### src/rtl/burst_addr_seq_pkg.sv
// Shared types for the burst address sequencer.
package burst_addr_seq_pkg;
    // Result of one edge, also the value shown on the status port.
    typedef enum logic [2:0] {
        SEQ_IDLE   = 3'd0,
        SEQ_LOAD_P = 3'd1,
        SEQ_LOAD_C = 3'd2,
        SEQ_STEP   = 3'd3,
        SEQ_HOLD   = 3'd4
    } seq_op_t;
endpackage

### src/rtl/sbs_arbiter.sv
// Decides the action for this edge from the strobes, the enable and advance.
// The processor strobe wins over the controller strobe and is masked by the
// first chip enable. Without a load, advance picks step or hold. Purely
// combinational; assumes inputs meet setup to the clock.
module sbs_arbiter
    import burst_addr_seq_pkg::*;
(
    input  logic    proc_strobe_n,
    input  logic    ctrl_strobe_n,
    input  logic    adv_n,
    input  logic    ce_first_n,
    output seq_op_t op
);
    logic proc_ok;

    // Processor strobe counts only while the first enable is asserted.
    always_comb proc_ok = !proc_strobe_n && !ce_first_n;

    // Fixed-priority choice of the edge's action.
    always_comb begin
        if (proc_ok)             op = SEQ_LOAD_P;
        else if (!ctrl_strobe_n) op = SEQ_LOAD_C;
        else if (!adv_n)         op = SEQ_STEP;
        else                     op = SEQ_HOLD;
    end
endmodule

### src/rtl/sbs_beat_counter.sv
// Holds the loaded base address, the beat number and whether a burst has
// started. A load captures the address and clears the beat. A step adds one
// to the beat, which wraps by width. Steps before the first load are dropped.
module sbs_beat_counter
    import burst_addr_seq_pkg::*;
#(
    parameter int ADDR_W = 19,
    parameter int CNT_W  = 2
) (
    input  logic              clk,
    input  logic              rst_n,
    input  seq_op_t           op,
    input  logic [ADDR_W-1:0] addr_in,
    output logic [ADDR_W-1:0] base,
    output logic [CNT_W-1:0]  beat,
    output logic              active
);
    logic is_load;

    // A load comes from either strobe.
    always_comb is_load = (op == SEQ_LOAD_P) || (op == SEQ_LOAD_C);

    // Base, beat and active registers.
    always_ff @(posedge clk) begin
        if (!rst_n) begin
            base   <= '0;
            beat   <= '0;
            active <= 1'b0;
        end else if (is_load) begin
            base   <= addr_in;
            beat   <= '0;
            active <= 1'b1;
        end else if (active && op == SEQ_STEP) begin
            beat   <= beat + 1'b1;
        end
    end
endmodule

### src/rtl/sbs_order_map.sv
// Maps the base and beat number to the array address. Only the low CNT_W
// bits move; interleaved XORs the beat in, linear adds it modulo the beat
// count. Assumes the mode select is static during a burst.
module sbs_order_map #(
    parameter int ADDR_W = 19,
    parameter int CNT_W  = 2
) (
    input  logic [ADDR_W-1:0] base,
    input  logic [CNT_W-1:0]  beat,
    input  logic              mode_interleave,
    output logic [ADDR_W-1:0] addr
);
    logic [CNT_W-1:0] low_il;
    logic [CNT_W-1:0] low_lin;

    // Both candidate orderings of the low bits.
    always_comb begin
        low_il  = base[CNT_W-1:0] ^ beat;
        low_lin = base[CNT_W-1:0] + beat;
    end

    // Upper bits pass through, low bits follow the selected order.
    generate
        if (ADDR_W > CNT_W) begin : g_upper
            always_comb addr = {base[ADDR_W-1:CNT_W],
                                mode_interleave ? low_il : low_lin};
        end else begin : g_low_only
            always_comb addr = mode_interleave ? low_il : low_lin;
        end
    endgenerate
endmodule

### src/rtl/burst_addr_seq.sv
// Burst address sequencer top. It chains the strobe arbiter, the beat
// counter and the order map, and registers the status of each edge. Status
// shows idle until the first load after reset. Assumes mode_interleave is
// static during a burst and that reset is synchronous and active low.
module burst_addr_seq
    import burst_addr_seq_pkg::*;
#(
    parameter int ADDR_W = 19,
    parameter int CNT_W  = 2
) (
    input  logic              clk,
    input  logic              rst_n,
    input  logic [ADDR_W-1:0] addr_in,
    input  logic              proc_strobe_n,
    input  logic              ctrl_strobe_n,
    input  logic              adv_n,
    input  logic              ce_first_n,
    input  logic              mode_interleave,
    output logic [ADDR_W-1:0] addr_out,
    output logic [2:0]        status
);
    seq_op_t           op;
    seq_op_t           status_q;
    logic [ADDR_W-1:0] base;
    logic [CNT_W-1:0]  beat;
    logic              active;

    sbs_arbiter u_arb (
        .proc_strobe_n (proc_strobe_n),
        .ctrl_strobe_n (ctrl_strobe_n),
        .adv_n         (adv_n),
        .ce_first_n    (ce_first_n),
        .op            (op)
    );

    sbs_beat_counter #(.ADDR_W(ADDR_W), .CNT_W(CNT_W)) u_cnt (
        .clk     (clk),
        .rst_n   (rst_n),
        .op      (op),
        .addr_in (addr_in),
        .base    (base),
        .beat    (beat),
        .active  (active)
    );

    sbs_order_map #(.ADDR_W(ADDR_W), .CNT_W(CNT_W)) u_map (
        .base            (base),
        .beat            (beat),
        .mode_interleave (mode_interleave),
        .addr            (addr_out)
    );

    // Status register: the action of the last edge, idle before any load.
    always_ff @(posedge clk) begin
        if (!rst_n)
            status_q <= SEQ_IDLE;
        else if (op == SEQ_LOAD_P || op == SEQ_LOAD_C || active)
            status_q <= op;
    end

    always_comb status = status_q;
endmodule

### config.mk
export PLATFORM = sky130hd
export DESIGN_NAME = burst_addr_seq
export DESIGN_NICKNAME = d
export VERILOG_FILES = /design/src/rtl/burst_addr_seq_pkg.sv /design/src/rtl/sbs_arbiter.sv /design/src/rtl/sbs_beat_counter.sv /design/src/rtl/sbs_order_map.sv /design/src/rtl/burst_addr_seq.sv
export SDC_FILE = /design/constraint.sdc
export NUM_CORES = 1
export LEC_CHECK = 0
export ABC_AREA = 1
export BUFFER_PORTS_ARGS = -buffer_cell sky130_fd_sc_hd__clkbuf_2
export CAP_MARGIN = 15
export CORE_MARGIN = 2
export CORE_UTILIZATION = 49
export DETAILED_ROUTE_END_ITERATION = 8
export GPL_ROUTABILITY_DRIVEN = 0
export MAX_ROUTING_LAYER = met4
export PLACE_DENSITY_LB_ADDON = 0.2
export SLEW_MARGIN = 15
export SYNTH_ARGS = -nofsm -noshare
export SYNTH_HDL_FRONTEND = slang
export SYNTH_SLANG_ARGS = --single-unit
### constraint.sdc
create_clock -name clk -period 1.6 [get_ports clk]
set_input_delay 0.32 -clock clk [delete_from_list [all_inputs] [get_ports clk]]
set_output_delay 0.32 -clock clk [all_outputs]
set_load 0.01 [all_outputs]
==> impl_metrics.yaml <==
run_status:
  status: "finished, final reports clean"
route:
  dr_wl_met2_mm: 1.076
  dr.pass1.iters: 6
  routed.top_layer: "met4"
  drt_iter0_drc: 13
  wl_met1_um: 972
  drc: 0
  routedWlPerCell_um: 10.58
  route.met3.wl_um: 125
  drtAntennaViolNets: 0
  drt-total-wl_mm: 2.212
  vias: 981
  vias_per_cell: 4.694
grt:
  grt_antenna_before_repair: 0
  grt_pass1_wl_mm: 3.719
  overflow: 0
  grt_max_degree: 23
  grt_pass1_vias: 935
  grtUsageTotal: 0.1883
timing:
  tightestPinTransition_ns: 0.5562
  setup_tns_ns: 0
  fin_skew_ns: 0.002632
  fmax_mhz: 656.4
  drv_slew: 0
  finalHoldViolations: 0
  rsz0062_at_grt: "false"
  post-route-period-util: 0.9522
  finalSetupViolCount: 0
  relSlewSlack: 0.6283
  worst_slack_ns: 0.07653
  period_minus_slack_ns: 1.523
synth:
  ys_seq_area_frac: 0.4449
  synth_seq_cells: 25
  synth_fp_nets: 178
  yosys_warnings: 0
  netlist_area_um2: 1125
  synth_cell_types: 20
  syn_inst: 151
  avgSynthCellArea_um2: 7.449
floorplan:
  core_area_um2: 2191
  num_rows: 17
  die_y_um: 51.91
  ios: 48
  die_w_um: 51.91
  dieArea_um2: 2695
  initial_core_util: 0.5134
place:
  portBuffers: 47
  hpwl_mm: 1.682
  pre_cts_slack_ns: 0.1988
cells_and_area:
  finalNetCount: 209
  drive_gt1_frac: 0.3425
  fin_util: 0.5877
  area_growth_pct: 14.46
  antenna_cells: 0
critical_path:
  cp-start-kind: "flop"
  endpoint: "addr_out[1]"
  rr_endpoint: "u_cnt.beat[1]$_SDFFE_PP0P_"
  worstPathCellList: "ha_4, inv_2, nor2_1, nand2_1, nand2_1, inv_1, buf_2"
  critPathKind: "reg -> out"
  path_max_fanout: 3
  reg2reg_from: "u_cnt.active$_SDFFE_PN0P_"
  crit_top_cell: "nand2_1"
  r2r_cells: 5
  crit_start: "u_cnt.beat[0]$_SDFFE_PP0P_"
  cp-end-kind: "output port"
  slowest_stage: "dfxtp_4"
  required_ns: 1.28
  regToRegSetupSlack_ns: 0.59
  cp.arrival_ns: 1.20
  cp_slowest_stage_delay_ns: 0.39
cts:
  clockBufferDepth: 2
  root_buffer: "clkbuf_4"
  h-tree-depth: 1
  postCtsSetupRepairBufs: 0
  worstSkewPairLatency_ns: 0.31
  clkTransAtPathRegs_ns: 0.13
  cts_sinks: 25
  cts_inserted_buffers: 3
  cts_tree: "done"
pwr:
  p_per_area_nw_per_um2: 907.2
  irDropWorstVdd_v: 0.0006086
  leakagePower_nw: 0.6667
run:
  max-cap-violations: 0
min_path:
  hold_path.class: "in -> reg"
[metal layers]
metal | vias up | GRT usage
met5 | - | -
met4 | 0 | 0.09211
met3 | 4 | 0.02874
met2 | 30 | 0.3270
met1 | 431 | 0.2094
li1 | 516 | -
[through the flow]
| stage | instance area (um2) | hold slack (ns) | power (mW) | cells |
|---|---|---|---|---|
| detailed placement | 1242 | 0.4858 | 0.9077 | 205 |
| CTS | 1270 | 0.2182 | 1.177 | 209 |
| global placement | 1242 | 0.4816 | 0.8990 | 205 |
| global route | 1287 | 0.2203 | 1.236 | 209 |
| floorplan | 1125 | 0.4430 | 0.8605 | 151 |
| finish | 1287 | 0.2181 | 1.168 | 209 |
[synthesized netlist by cell type]
cell type,count,share of area
buf_6,2,0.020
inv_2,1,0.0033
nor2_1,46,0.15
buf_4,17,0.11
o21bai_1,1,0.0067
clkbuf_1,2,0.0067
nand3_1,1,0.0044
nor3_2,1,0.0089
a21oi_1,3,0.013
ha_1,1,0.011
nor2_2,1,0.0056
inv_1,12,0.040
clkbuf_2,2,0.0089
o22ai_1,1,0.0056
nand4_1,2,0.011
nand2_4,1,0.010
nand2_2,1,0.0056
nand2_1,10,0.033
dfxtp_1,25,0.44
o21ai_0,21,0.093
[worst min path at each step]
stage                     slack [ns]  cells past startpoint                    endpoint                    from
after detailed placement        0.49                      2      status[1]$_SDFFE_PN0P_  status[1]$_SDFFE_PN0P_
after global routing            0.22                      3  u_cnt.base[2]$_SDFFE_PN0P_              addr_in[2]
after global placement          0.48                      2      status[1]$_SDFFE_PN0P_  status[1]$_SDFFE_PN0P_
after CTS                       0.22                      3  u_cnt.base[6]$_SDFFE_PN0P_              addr_in[6]
final                           0.22                      3  u_cnt.base[4]$_SDFFE_PN0P_              addr_in[4]
after floorplan                 0.44                      2  u_cnt.beat[0]$_SDFFE_PP0P_                   rst_n
[layout make-up]
class	instances	area, um2
clock buffers	3	22.52
well taps	28	35.03
multi-input cells	90	420.4
fillers	220	903.4
inverters	13	48.80
flip-flops and latches	25	505.5
repair buffers	49	250.2
clock inverters	1	5.005
[where the power goes]
group	total [mW]	switching (mW)	internal [mW]
clock	0.275	0.181	0.0934
combinational	0.203	0.116	0.0869
sequential	0.691	0.0245	0.666
total	1.17	0.322	0.846
[critical path: cells and delay by family (launching register included)]
family	cells	cell delay [ns]
adders and majority gates	1	0.12
buffers and inverters	3	0.18
DFF	1	0.39
and+or+nand+nor	3	0.22
[layout by cell type, fill, tap and decap left out]
cell,count
buf_2,1
nand4_1,2
dfxtp_1,23
nor2_2,1
o21bai_1,1
buf_4,2
inv_1,11
dfxtp_2,1
nand2_4,1
o21ai_0,21
nor3_2,1
clkinv_2,1
nand3_1,1
dfxtp_4,1
nand2_1,10
ha_4,1
clkbuf_4,3
nor2_1,46
a21oi_1,3
nand2_2,1
clkbuf_2,46
inv_2,2
o22ai_1,1
[flip-flops by register name, summed over array words and instances, names as in the netlist]
name / flops
status: 3
u_cnt.beat: 2
u_cnt.active: 1
u_cnt.base: 19
[cells by family after synthesis]
kind of cell / after synthesis / synth area share
simple gates: 63 / 0.2325
buf+inv: 36 / 0.1924
compound gates: 26 / 0.1190
flops: 25 / 0.4449
fa+ha+maj: 1 / 0.01112
[timing repair]
item                       4_1_cts  5_1_grt
gates resized for setup          0        7
setup endpoints to repair        0        1
hold buffers                     0        0
Note: power is estimated with default switching activity, not from simulation.
